**src/rtl/spi_tx_pkg.sv**
```systemverilog
package spi_tx_pkg;
  localparam int WORD_W = 32;
  localparam int BITS_W = $clog2(WORD_W);

  localparam int ST_NOT_EMPTY = 4;
  localparam int ST_FULL      = 6;
  localparam int ST_SERVICE   = 8;
  localparam int ST_DONE      = 10;
  localparam int ST_W         = 12;

  typedef struct packed {
    logic [BITS_W-1:0] bits_m1;
    logic              idle_high;
    logic              cs_high;
    logic              drive_all;
  } tx_cfg_t;
endpackage

```
**src/rtl/spi_tx_fifo.sv**
```systemverilog
module spi_tx_fifo #(
  parameter int DW    = 32,
  parameter int DEPTH = 8
) (
  input  logic            clk,
  input  logic            rst,
  input  logic            flush,
  input  logic            wr_en,
  input  logic [DW-1:0]   wr_data,
  input  logic            rd_en,
  output logic [DW-1:0]   rd_data,
  output logic            full,
  output logic            not_empty,
  output logic [$clog2(DEPTH):0] level,
  output logic            overrun
);
  localparam int AW = $clog2(DEPTH);

  logic [DW-1:0] mem [DEPTH];
  logic [AW:0]   wp, rp;
  logic          push, pop;

  assign level     = wp - rp;
  assign full      = (level == (AW+1)'(DEPTH));
  assign not_empty = (level != '0);
  assign push      = wr_en && !full && !flush;
  assign pop       = rd_en && not_empty && !flush;

  always_ff @(posedge clk) begin
    if (push) mem[wp[AW-1:0]] <= wr_data;
  end

  always_ff @(posedge clk) begin
    if (pop) rd_data <= mem[rp[AW-1:0]];
  end

  always_ff @(posedge clk) begin
    if (rst || flush) begin
      wp      <= '0;
      rp      <= '0;
      overrun <= 1'b0;
    end else begin
      if (push) wp <= wp + 1'b1;
      if (pop)  rp <= rp + 1'b1;
      overrun <= wr_en && full;
    end
  end


  fifo_level_chk: assert property (@(posedge clk) disable iff (rst)
    level <= (AW+1)'(DEPTH));


  drop_keeps_level_chk: assert property (@(posedge clk) disable iff (rst)
    (wr_en && full && !flush && !rd_en) |=> (level == (AW+1)'(DEPTH)));
endmodule

```
**src/rtl/spi_tx_wordcnt.sv**
```systemverilog
module spi_tx_wordcnt #(
  parameter int CW = 16
) (
  input  logic          clk,
  input  logic          rst,
  input  logic          load,
  input  logic [CW-1:0] load_val,
  input  logic          dec,
  output logic [CW-1:0] remaining,
  output logic          zero
);
  always_ff @(posedge clk) begin
    if (rst)       remaining <= '0;
    else if (load) remaining <= load_val;
    else if (dec)  remaining <= remaining - 1'b1;
  end

  assign zero = (remaining == '0);


  no_underflow_chk: assert property (@(posedge clk) disable iff (rst)
    (dec && !load) |-> !zero);
endmodule

```
**src/rtl/spi_tx_shifter.sv**
```systemverilog
module spi_tx_shifter #(
  parameter int DIVW = 8
) (
  input  logic                          clk,
  input  logic                          rst,
  input  logic                          abort,
  input  logic                          run,
  input  logic                          words_left,
  input  logic                          fifo_avail,
  input  logic [spi_tx_pkg::BITS_W-1:0] bits_m1,
  input  logic                          idle_high,
  input  logic [DIVW-1:0]               div,
  input  logic [spi_tx_pkg::WORD_W-1:0] fifo_rd_data,
  output logic                          fifo_pop,
  output logic                          word_done,
  output logic                          sclk,
  output logic                          mosi
);
  import spi_tx_pkg::*;

  typedef enum logic [1:0] {S_IDLE, S_LOAD, S_SHIFT} sh_state_t;
  localparam logic [BITS_W-1:0] TOP_BIT = BITS_W'(WORD_W-1);

  sh_state_t         state;
  logic [WORD_W-1:0] shreg;
  logic [BITS_W-1:0] bitcnt;
  logic [DIVW-1:0]   timer;
  logic              phase;
  logic              tick;

  assign tick      = (timer == div);
  assign fifo_pop  = (state == S_IDLE) && !abort && run && words_left && fifo_avail;
  assign word_done = (state == S_SHIFT) && !abort && tick && phase && (bitcnt == '0);
  assign mosi      = shreg[WORD_W-1];

  always_ff @(posedge clk) begin
    if (rst) begin
      state  <= S_IDLE;
      shreg  <= '0;
      bitcnt <= '0;
      timer  <= '0;
      phase  <= 1'b0;
      sclk   <= 1'b0;
    end else if (abort) begin
      state  <= S_IDLE;
      shreg  <= '0;
      phase  <= 1'b0;
      timer  <= '0;
      sclk   <= idle_high;
    end else begin
      unique case (state)
        S_IDLE: begin
          sclk <= idle_high;
          if (fifo_pop) state <= S_LOAD;
        end
        S_LOAD: begin
          shreg  <= fifo_rd_data << (TOP_BIT - bits_m1);
          bitcnt <= bits_m1;
          timer  <= '0;
          phase  <= 1'b0;
          state  <= S_SHIFT;
        end
        S_SHIFT: begin
          if (tick) begin
            timer <= '0;
            if (!phase) begin
              phase <= 1'b1;
              sclk  <= !idle_high;
            end else begin
              phase <= 1'b0;
              sclk  <= idle_high;
              if (bitcnt == '0) begin
                state <= S_IDLE;
              end else begin
                shreg  <= shreg << 1;
                bitcnt <= bitcnt - 1'b1;
              end
            end
          end else begin
            timer <= timer + 1'b1;
          end
        end
        default: state <= S_IDLE;
      endcase
    end
  end


  mosi_hold_chk: assert property (@(posedge clk) disable iff (rst)
    (state == S_SHIFT && phase && $past(state == S_SHIFT && phase) && !$past(abort))
      |-> $stable(mosi));


  idle_level_chk: assert property (@(posedge clk) disable iff (rst)
    (state == S_IDLE && $past(state == S_IDLE) && !$past(abort) && !$past(rst))
      |-> (sclk == idle_high));
endmodule

```
**src/rtl/spi_tx_engine.sv**
```systemverilog
module spi_tx_engine #(
  parameter int FIFO_DEPTH = 8,
  parameter int CW         = 16,
  parameter int DIVW       = 8
) (
  input  logic            clk,
  input  logic            rst,
  input  logic            ctl_clear,
  input  logic            ctl_run,
  input  logic [4:0]      cfg_bits_m1,
  input  logic [CW-1:0]   cfg_out_count,
  input  logic [DIVW-1:0] cfg_clk_div,
  input  logic            cfg_idle_high,
  input  logic            cfg_cs_high,
  input  logic            cfg_drive_all,
  input  logic            fifo_wr_en,
  input  logic [31:0]     fifo_wr_data,
  output logic            spi_sclk,
  output logic            spi_mosi,
  output logic            spi_cs,
  output logic            spi_oe,
  output logic [11:0]     op_status,
  output logic [CW-1:0]   remaining_cnt,
  output logic            err_overrun
);
  import spi_tx_pkg::*;

  localparam int LW = $clog2(FIFO_DEPTH) + 1;

  tx_cfg_t           cfg_q, cfg_nxt;
  logic [DIVW-1:0]   div_q;
  logic [WORD_W-1:0] rd_data;
  logic              fifo_full, fifo_ne, fifo_pop, word_done, cnt_zero;
  logic [LW-1:0]     fifo_level;
  logic              cs_act, cs_act_nxt;

  assign cfg_nxt = ctl_clear ? '{bits_m1: cfg_bits_m1, idle_high: cfg_idle_high,
                                 cs_high: cfg_cs_high, drive_all: cfg_drive_all}
                             : cfg_q;

  always_ff @(posedge clk) begin
    if (rst) begin
      cfg_q <= '{bits_m1: 5'd7, idle_high: 1'b0, cs_high: 1'b0, drive_all: 1'b0};
      div_q <= '0;
    end else if (ctl_clear) begin
      cfg_q <= cfg_nxt;
      div_q <= cfg_clk_div;
    end
  end

  spi_tx_fifo #(.DW(WORD_W), .DEPTH(FIFO_DEPTH)) u_fifo (
    .clk(clk), .rst(rst), .flush(ctl_clear),
    .wr_en(fifo_wr_en), .wr_data(fifo_wr_data), .rd_en(fifo_pop),
    .rd_data(rd_data), .full(fifo_full), .not_empty(fifo_ne),
    .level(fifo_level), .overrun(err_overrun)
  );

  spi_tx_wordcnt #(.CW(CW)) u_cnt (
    .clk(clk), .rst(rst), .load(ctl_clear), .load_val(cfg_out_count),
    .dec(word_done), .remaining(remaining_cnt), .zero(cnt_zero)
  );

  spi_tx_shifter #(.DIVW(DIVW)) u_shift (
    .clk(clk), .rst(rst), .abort(ctl_clear), .run(ctl_run),
    .words_left(!cnt_zero), .fifo_avail(fifo_ne),
    .bits_m1(cfg_q.bits_m1), .idle_high(cfg_q.idle_high), .div(div_q),
    .fifo_rd_data(rd_data), .fifo_pop(fifo_pop), .word_done(word_done),
    .sclk(spi_sclk), .mosi(spi_mosi)
  );

  always_comb begin
    cs_act_nxt = cs_act;
    if (ctl_clear)                                          cs_act_nxt = 1'b0;
    else if (fifo_pop)                                      cs_act_nxt = 1'b1;
    else if (word_done && remaining_cnt == CW'(1))          cs_act_nxt = 1'b0;
  end

  always_ff @(posedge clk) begin
    if (rst) begin
      cs_act <= 1'b0;
      spi_cs <= 1'b1;
      spi_oe <= 1'b0;
    end else begin
      cs_act <= cs_act_nxt;
      spi_cs <= cs_act_nxt ? cfg_nxt.cs_high : !cfg_nxt.cs_high;
      spi_oe <= cfg_nxt.drive_all || cs_act_nxt;
    end
  end

  always_comb begin
    op_status               = '0;
    op_status[ST_NOT_EMPTY] = fifo_ne;
    op_status[ST_FULL]      = fifo_full;
    op_status[ST_SERVICE]   = !cnt_zero && (fifo_level < LW'(FIFO_DEPTH / 2));
    op_status[ST_DONE]      = cnt_zero;
  end


  done_cs_chk: assert property (@(posedge clk) disable iff (rst)
    cnt_zero |-> !cs_act);


  pause_hold_chk: assert property (@(posedge clk) disable iff (rst)
    (!ctl_run && !ctl_clear && !cs_act) |=> $stable(remaining_cnt));
endmodule

```
**config.mk**
```make
export PLATFORM = sky130hd
export DESIGN_NAME = spi_tx_engine
export DESIGN_NICKNAME = d
export VERILOG_FILES = /design/src/rtl/spi_tx_pkg.sv /design/src/rtl/spi_tx_fifo.sv /design/src/rtl/spi_tx_wordcnt.sv /design/src/rtl/spi_tx_shifter.sv /design/src/rtl/spi_tx_engine.sv
export SDC_FILE = /design/constraint.sdc
export NUM_CORES = 1
export LEC_CHECK = 0
export CAP_MARGIN = 20
export CORE_ASPECT_RATIO = 1.2
export CORE_MARGIN = 5
export CORE_UTILIZATION = 60
export DETAILED_ROUTE_END_ITERATION = 8
export DONT_BUFFER_PORTS = 1
export GPL_TIMING_DRIVEN = 1
export PLACE_DENSITY = 0.75
export REMOVE_ABC_BUFFERS = 1
export SYNTH_ARGS = -nofsm -noshare
export SYNTH_HDL_FRONTEND = slang
export SYNTH_HIERARCHICAL = 1
export SYNTH_SLANG_ARGS = --single-unit
```
**constraint.sdc**
```tcl
create_clock -name clk -period 6.6 [get_ports clk]
set_input_delay 0.66 -clock clk [delete_from_list [all_inputs] [get_ports clk]]
set_output_delay 0.66 -clock clk [all_outputs]
set_load 0.1 [all_outputs]
```
Word level (Yosys, flattened, before mapping). Memory sizes are Yosys's and may differ from the RTL's. A register that Yosys moved wholly into a read port is not among the register bits. Index checks and enable logic that the tools add are counted.

Input bits: 69. Register bits: 93. Bits in latches: 0. Logic and storage cells: 106. Bits in read-only memories: 0. Memories: 1. Memory bits (writable): 256. Output and inout port bits: 33.

Muxes and demuxes: 31. Divide/modulo/power cells: 0. Shift-type cells: 1. Bitwise operators: 1. Order comparisons: 1. Reductions and logical operators: 35. Equality and inequality tests: 11. $mul: 0. $add $sub $neg: 7.

Memories: u_fifo.mem (depth 8, bits a word 32, read ports 1, clocked after memory_dff 1, write ports 1, line spi_tx_fifo.sv:19) `logic [DW-1:0] mem [DEPTH];`.

Operators by type and width (count): $mux W32 (3); $pmux W32 S2 (1); $mux W16 (2); $shl A32 B5 Y32 (1); $eq A16 B1 Y1 const B (1); $logic_not A16 Y1 (1); $pmux W8 S2 (1); $sub A16 B1 Y16 const B (1); $logic_and A1 B1 Y1 (15); $mux W5 (3); $mux W1 (11); $mux W2 (5); $pmux W5 S2 (1); $add A4 B1 Y4 const B (2); $add A8 B1 Y8 const B (1); $eq A8 B8 Y1 (1); $mux W8 (1); $reduce_and A4 Y1 (2); $ne A2 B2 Y1 const B (3); $pmux W2 S3 (1); $logic_not A1 Y1 (5); $logic_not A5 Y1 (1); $reduce_and A5 Y1 (1); $sub A5 B1 Y5 const B (1); other kinds (17) (22).

Longest topological paths before layout. Gate-level depths: netlist (run 1).

Depth in word-level cells: 10. Mapped depth: 14.

By module. The synthesis (run 1) kept the hierarchy.

Modules (own cells, without submodules): spi_tx_fifo (area an instance 11233.3 um2, times used 1, seq. area each 8828.5 um2, cells each 551); spi_tx_shifter (area an instance 4107.7 um2, times used 1, seq. area each 980.9 um2, cells each 481); spi_tx_wordcnt (area an instance 880.8 um2, times used 1, seq. area each 320.3 um2, cells each 99); spi_tx_engine (area an instance 829.5 um2, times used 1, seq. area each 380.4 um2, cells each 86).

Least setup slack after synthesis (run 1). Ideal clock, no wire load.

Path kind: reg2reg. Start point: reg u_fifo.rp[2]. End point: mem u_fifo.mem[1][0] (enable). Arrival: 4.778 ns. Cell stages (with the launch flop): 10. Clock period less this slack: 5.279 ns. Path buffers: 2. Setup slack: 1.321 ns. Required time: 6.098 ns. Cells stage by stage: dfxtp_1 buf_4 clkinv_1 clkbuf_1 ha_1 a21oi_1 a21oi_1 nor2_1 o21bai_1 nor4_1.

Cells in the longest elaborated chain, start to end: 7.

RTL lines: start: declaration (line spi_tx_fifo.sv:20) `logic [AW:0] wp, rp;`; start signal: assignment (line spi_tx_fifo.sv:44) `if (pop) rp <= rp + 1'b1;`; $sub A4 B4 Y4 (line spi_tx_fifo.sv:23) `assign level = wp - rp;`; $eq A4 B4 Y1 (line spi_tx_fifo.sv:24) `assign full = (level == (AW+1)'(DEPTH));`; $logic_not A1 Y1 (line spi_tx_fifo.sv:26) `assign push = wr_en && !full && !flush;`; $logic_and A1 B1 Y1 (2 in a row) (line spi_tx_fifo.sv:26); $mux W1 (line spi_tx_fifo.sv:30) `if (push) mem[wp[AW-1:0]] <= wr_data;`; $mux W1 (not written as such) (line spi_tx_fifo.sv:30); end: declaration (line spi_tx_fifo.sv:19).

No other way between the ends.

Worst setup path in the final report (run 1).
Start point: reg u_cnt.remaining[5]. End point: out op_status[8].

Cells in the longest elaborated chain, start to end: 3.

RTL lines: start: declaration (line spi_tx_wordcnt.sv:9) `output logic [CW-1:0] remaining,`; start signal: assignment (line spi_tx_wordcnt.sv:14) `else if (load) remaining <= load_val;`; start signal: assignment (line spi_tx_wordcnt.sv:15) `else if (dec) remaining <= remaining - 1'b1;`; $logic_not A16 Y1 (line spi_tx_wordcnt.sv:18) `assign zero = (remaining == '0);`; via op_status[10] (line spi_tx_engine.sv:22) `output logic [11:0] op_status,`; $logic_not A1 Y1 (line spi_tx_engine.sv:94) `op_status[ST_SERVICE] = !cnt_zero && (fifo_level < LW'(FIFO_DEPTH / 2));`; $logic_and A1 B1 Y1 (line spi_tx_engine.sv:94); end: declaration (line spi_tx_engine.sv:22).

The timed path passes the listed nets, and every way through them passes these cells.

==> results of run 1 <==
==> final timing paths <==
check / from / end / slack [ns] / depth (start not counted)
min reg2reg: u_shift/shreg[0]$_SDFFE_PP0P_ / u_shift/shreg[0]$_SDFFE_PP0P_ / 0.46 / 2
min: rst / cfg_q[7]$_SDFFE_PP0P_ / 0.21 / 1
max: u_cnt/remaining[5]$_SDFFE_PP0P_ / op_status[8] / 2.10 / 5
max reg2reg: u_cnt/remaining[5]$_SDFFE_PP0P_ / spi_oe$_SDFF_PP0_ / 2.43 / 10
==> registers in the layout (all words and copies together), names as in the netlist <==
register	count
spi_oe	1
u_fifo/rd_data	32
spi_cs	1
u_fifo/overrun	1
u_shift/state	2
u_shift/shreg	32
cfg_q	8
u_shift/timer	8
u_fifo/mem	256
cs_act	1
u_cnt/remaining	16
u_shift/phase	1
u_fifo/rp	4
u_shift/bitcnt	5
div_q	8
u_fifo/wp	4
u_shift/sclk	1
==> layer usage <==
layer | vias up | global-route usage, % | part of all wire (%)
met1 | 4980 | 30.27 | 40
li1 | 4644 | - | -
met4 | 0 | 6.153 | 2.2
met2 | 341 | 37.78 | 51
met3 | 59 | 4.258 | 6.8
met5 | - | 0 | 0
==> layout make-up <==
| type | instances | area, um2 |
|---|---|---|
| timing repair buffer | 23 | 210.2 |
| clock inverter | 17 | 132.6 |
| tap | 379 | 474.2 |
| multi-input combinational | 734 | 6103 |
| clock buffer | 52 | 1035 |
| fill | 1989 | 9429 |
| sequential | 381 | 10520 |
| inverter | 26 | 97.59 |
==> critical path, cell delays in order, from the launching register on <==
cell and delay, ns:
dfxtp_1 0.68, or4_4 0.79, or4b_1 0.59, nor3_4 0.87, nor3_2 0.14, clkbuf_16 0.25
==> layout by cell type (no fill, tap or decap), drive strengths merged, types with 8 or more instances in the layout <==
cell type    n
xor2        19
clkbuf      53
mux4        91
nand2      148
nor3        31
o21ai       39
clkinv      16
inv         25
nor2b       10
mux2i       42
nor4        17
a221oi       8
a31oi       17
ha          12
mux2        19
buf         22
or4          8
a21oi       38
or3         12
edfxtp     288
dfxtp       93
conb         8
nor2        83
xnor2       13
a211oi      13
==> cells in the mapped netlist, drive strengths merged (6+ instances only) <==
library cell / n
buf: 44
nand4: 7
nand3b: 7
nor3: 31
ha: 12
mux2: 19
a211oi: 13
edfxtp: 288
mux2i: 42
or4: 8
o211ai: 6
o21ai: 39
a21oi: 38
clkbuf: 39
o31ai: 6
mux4: 91
nor2b: 10
a31oi: 17
nand2: 148
dfxtp: 93
inv: 25
xor2: 19
nor2: 83
xnor2: 13
or3: 12
a221oi: 8
nor4: 17
==> cell families (layout without fill, tap and decap cells) <==
kind of cell,after synthesis,in the layout,synth area share (%)
AO/OA/AOI/OAI,177,177,7.015
XOR/XNOR,32,32,1.644
adder cells (fa/ha/maj),13,13,0.9979
buffers and inverters,109,118,3.133
flip-flops,381,381,61.64
multiplexers,152,152,15.74
other,1,8,0.02199
AND/OR/NAND/NOR,352,352,9.811
==> power groups by stage <==
stage          clock (uW)  combinational, uW  sequential (uW)
2_1_floorplan           0                178             2740
3_5_place_dp            0                255             2720
5_1_grt              2170                278             2670
4_1_cts              2050                256             2670
6_report             2000                258             2670
3_3_place_gp            0                252             2720
==> through the flow <==
stage | power (uW) | worst slack (ns)
floorplan | 2915 | -1.102
global placement | 2973 | 2.497
detailed placement | 2977 | 2.461
CTS | 4977 | 2.084
global route | 5119 | 2.034
finish | 4932 | 2.098
==> impl_metrics.toml, run 1 <==
[timing]
setup_violations = 0
drv_slew = 0
clock-skew-final_ns = 0.01979
tns_ns = 0
hold_violations = 0
slew_headroom_pct = 23.12
finalCriticalPeriod_ns = 4.502
rsz0062_at_grt = "no"
holdWs_ns = 0.2066
fin_crit_sh_pct = 68.21
tightest_slew_ns = 1.152
fmax_ghz = 0.2221

[routing]
num_vias = 10020
dr.pass1.iters = 7
viasPerCell = 6.218
post-route-drc-count = 0
postRouteAntennaNets = 0
drt_iter0_drc = 873
wl_per_cell_um = 21.82
finalWirelength_um = 35170

[critical_path]
cp.arrival_ns = 3.84
startpoint_type = "flip-flop"
crit_fanout = 11
worstSetupPathType = "flip-flop to primary output"
crit_required_ns = 5.94
critPathCaptureType = "primary output"

[floorplan]
initial_core_util_pct = 60.90
num_rows = 67
die_width_um = 163.9
die_y_um = 194.7
die_area_um2 = 31900
io_pins = 102
fp.coreArea_um2 = 28000

[synthesis]
synth_edf_count = 288
yosys_warnings = 6
synth.avg_cell_area_um2 = 14.01
synth_cells = 1217
ys.flop_type = "edfxtp_1"
yosys.area.top_type = "edfxtp_1"
syn_area_um2 = 17050
synth_area_leaders = "edfxtp_1 (51%), mux4_2 (12%), dfxtp_1 (11%)"
ys_seq_area_share_pct = 61.64
yosys.cell_types.count = 78
synth-async-reset-ratio_pct = 0
synth_top_area_share_pct = 50.72
ys_ff_latch = 381

[cts]
ctsLongestPathBuffers = 3
post-cts-setup-buffer-count = 0
cts_hold_buf = 0
clock_sinks = 381
tritoncts = "built"
cts_max_level = 2
numCtsBuffers = 38
clkSlewWorstSetupHoldPaths_ns = 0.06
post_cts_resize_count = 0
cts-root-buf = "clkbuf_16"
clkLatencyLatePin_ns = 0.52

[global_routing]
grt_overflow = 0
grt_pass1_wl_um = 56550
antenna_found_initial = 0
grt_start_max_net_pins = 69
grt_pass1_vias = 10050
grtUsageTotal_pct = 22.46

[hold_path]
hp-class = "input port to flip-flop"

[layout]
fin_nets = 1286
antenna_cells = 0
fin_area_um2 = 18570
fin_cells = 1612
area.growth.synth_to_final_pct = 8.908
finish.utilization_pct = 66.32
drive_gt1_share_pct = 17.36

[placed_design]
place_area_um2 = 17380
gp_congestion = 0.9026
io_buffers = 0
dp_cells = 1542
hpwl_um = 21390

[pwr]
p_comb_share_pct = 5.2
clockPowerShare_pct = 40.6
p_seq_share_pct = 54.2
p_sw_share_pct = 22.10
p_leak_uw = 0.006257
ir_drop_mv = 0.2380
p_int_uw = 3842
cellPowerDensity_nw_per_um2 = 265.6
switching_power_uw = 1090

[outcome]
status = "completed"

[flow_run]
cap_violations = 0
Power figures use the tool's default switching activity.
==> run 2: changes to the inputs <==
- clock period: 6.6 -> 4.69 ns (I/O delays scaled with it)
==> impl_metrics.toml, run 2 (synthesis gave the netlist of run 1 again) <==
[global_routing]
grt_start_max_net_pins = 68
antenna_found_initial = 1
grt_overflow = 0
grt_pass1_wl_um = 58610
grtUsageTotal_pct = 23.35
grt_pass1_vias = 10500

[critical_path]
path_cells = "or4_4 > or4b_1 > nor3_4 > buf_4 > nor3_2 > clkbuf_16"
worstSetupPathType = "flip-flop to primary output"
crit_required_ns = 4.22
max_stage_delay_ns = 0.77
critPathBufInv = 2
critPathCaptureType = "primary output"
cp.arrival_ns = 3.35
path_delay_family = "simple AND/OR/NAND/NOR gates"
startpoint_type = "flip-flop"
crit_fanout = 11
reg2reg_slack_ns = 1.03
cp_slowest_cell = "or4_4"

[hold_path]
hp-class = "input port to flip-flop"

[timing]
holdWs_ns = 0.02702
setup_violations = 0
tightest_slew_ns = 1.153
hold_violations = 0
rsz0062_at_grt = "no"
fin_crit_sh_pct = 81.40
drv_slew = 0
setup_slack_ns = 0.8724
finalCriticalPeriod_ns = 3.818
clock-skew-final_ns = 0.02456
fmax_ghz = 0.2619
slew_headroom_pct = 23.01

[routing]
dr.pass1.iters = 5
drt_iter0_drc = 887
wl_per_cell_um = 22.74
postRouteAntennaNets = 0
finalWirelength_um = 37380
viasPerCell = 6.262
post-route-drc-count = 0
num_vias = 10290

[floorplan]
die_area_um2 = 31900
die_width_um = 163.9
num_rows = 67
initial_core_util_pct = 60.90
fp.coreArea_um2 = 28000
die_y_um = 194.7
io_pins = 102

[pwr]
p_seq_share_pct = 53.1
p_comb_share_pct = 5.6
p_sw_share_pct = 22.82
cellPowerDensity_nw_per_um2 = 375.4
p_int_uw = 5473
switching_power_uw = 1618
p_leak_uw = 0.006406
clockPowerShare_pct = 41.3
ir_drop_mv = 0.3319

[cts]
post_cts_resize_count = 0
tritoncts = "built"
ctsLongestPathBuffers = 3
cts_hold_buf = 21
clock_sinks = 381
clkSlewWorstSetupHoldPaths_ns = 0.06
cts_max_level = 2
cts-root-buf = "clkbuf_16"
clkLatencyLatePin_ns = 0.55
numCtsBuffers = 38
post-cts-setup-buffer-count = 0

[outcome]
status = "completed"

[placed_design]
dp_slack_ns = 1.041
hpwl_um = 21330
io_buffers = 0
gp_congestion = 0.8896
place_area_um2 = 17430

[layout]
fin_area_um2 = 18890
fillers = 1951
multi_input_area_um2 = 6103
area.growth.synth_to_final_pct = 10.78
largest_reg_flops = 256
final_common_cell = "edfxtp_1"
fin_nets = 1317
ff_latch_area_um2 = 10520
final_cell_mix = "edfxtp_1 (288), nand2_1 (148), mux4_2 (91)"
drive_gt1_share_pct = 17.58

[flow_run]
cap_violations = 0
run 2: path summary, 6_finish.rpt:
check,from,endpoint,depth (start not counted)
hold / removal,fifo_wr_data[25],u_fifo/mem[0][25]$_DFFE_PP_,0
setup reg to reg,u_cnt/remaining[6]$_SDFFE_PP0P_,spi_oe$_SDFF_PP0_,11
hold reg to reg,u_shift/shreg[0]$_SDFFE_PP0P_,u_shift/shreg[0]$_SDFFE_PP0P_,2
setup / recovery,u_cnt/remaining[6]$_SDFFE_PP0P_,op_status[8],6
run 2: area by class of cell:
type | count | share of cell area [%]
flip-flops and latches | 381 | 55.68
multi-input cells | 734 | 32.31
clock buffers | 53 | 5.438
repair buffers | 54 | 2.623
well taps | 379 | 2.510
clock inverters | 15 | 0.8942
inverters | 26 | 0.5167
diodes | 2 | 0.02650
run 2: metrics by stage:
stage	utilization, %	setup TNS (ns)	std cells	power, uW
floorplan	-	-563.07	1141	4103
global placement	62.24	0	1549	4185
detailed placement	62.24	0	1549	4189
CTS	67.30	0	1638	7142
global route	67.45	0	1643	7339
finish	67.46	0	1644	7091
run 2: power groups by stage:
stage	logic, uW	clock network, uW	registers (uW)
after global placement	352	0	3830
final	400	2930	3760
after CTS	392	2990	3760
after detailed placement	354	0	3830
after global routing	429	3140	3770
after floorplan	250	0	3850
run 2: per-layer routing:
metal	wire, um	GRT usage [%]	share of wire (%)	vias up
met5	0	0	0	-
met4	801	6.650	2.1	0
met3	2885	4.852	7.7	62
met2	18860	38.36	50	438
met1	14840	31.94	40	5088
li1	-	-	-	4706
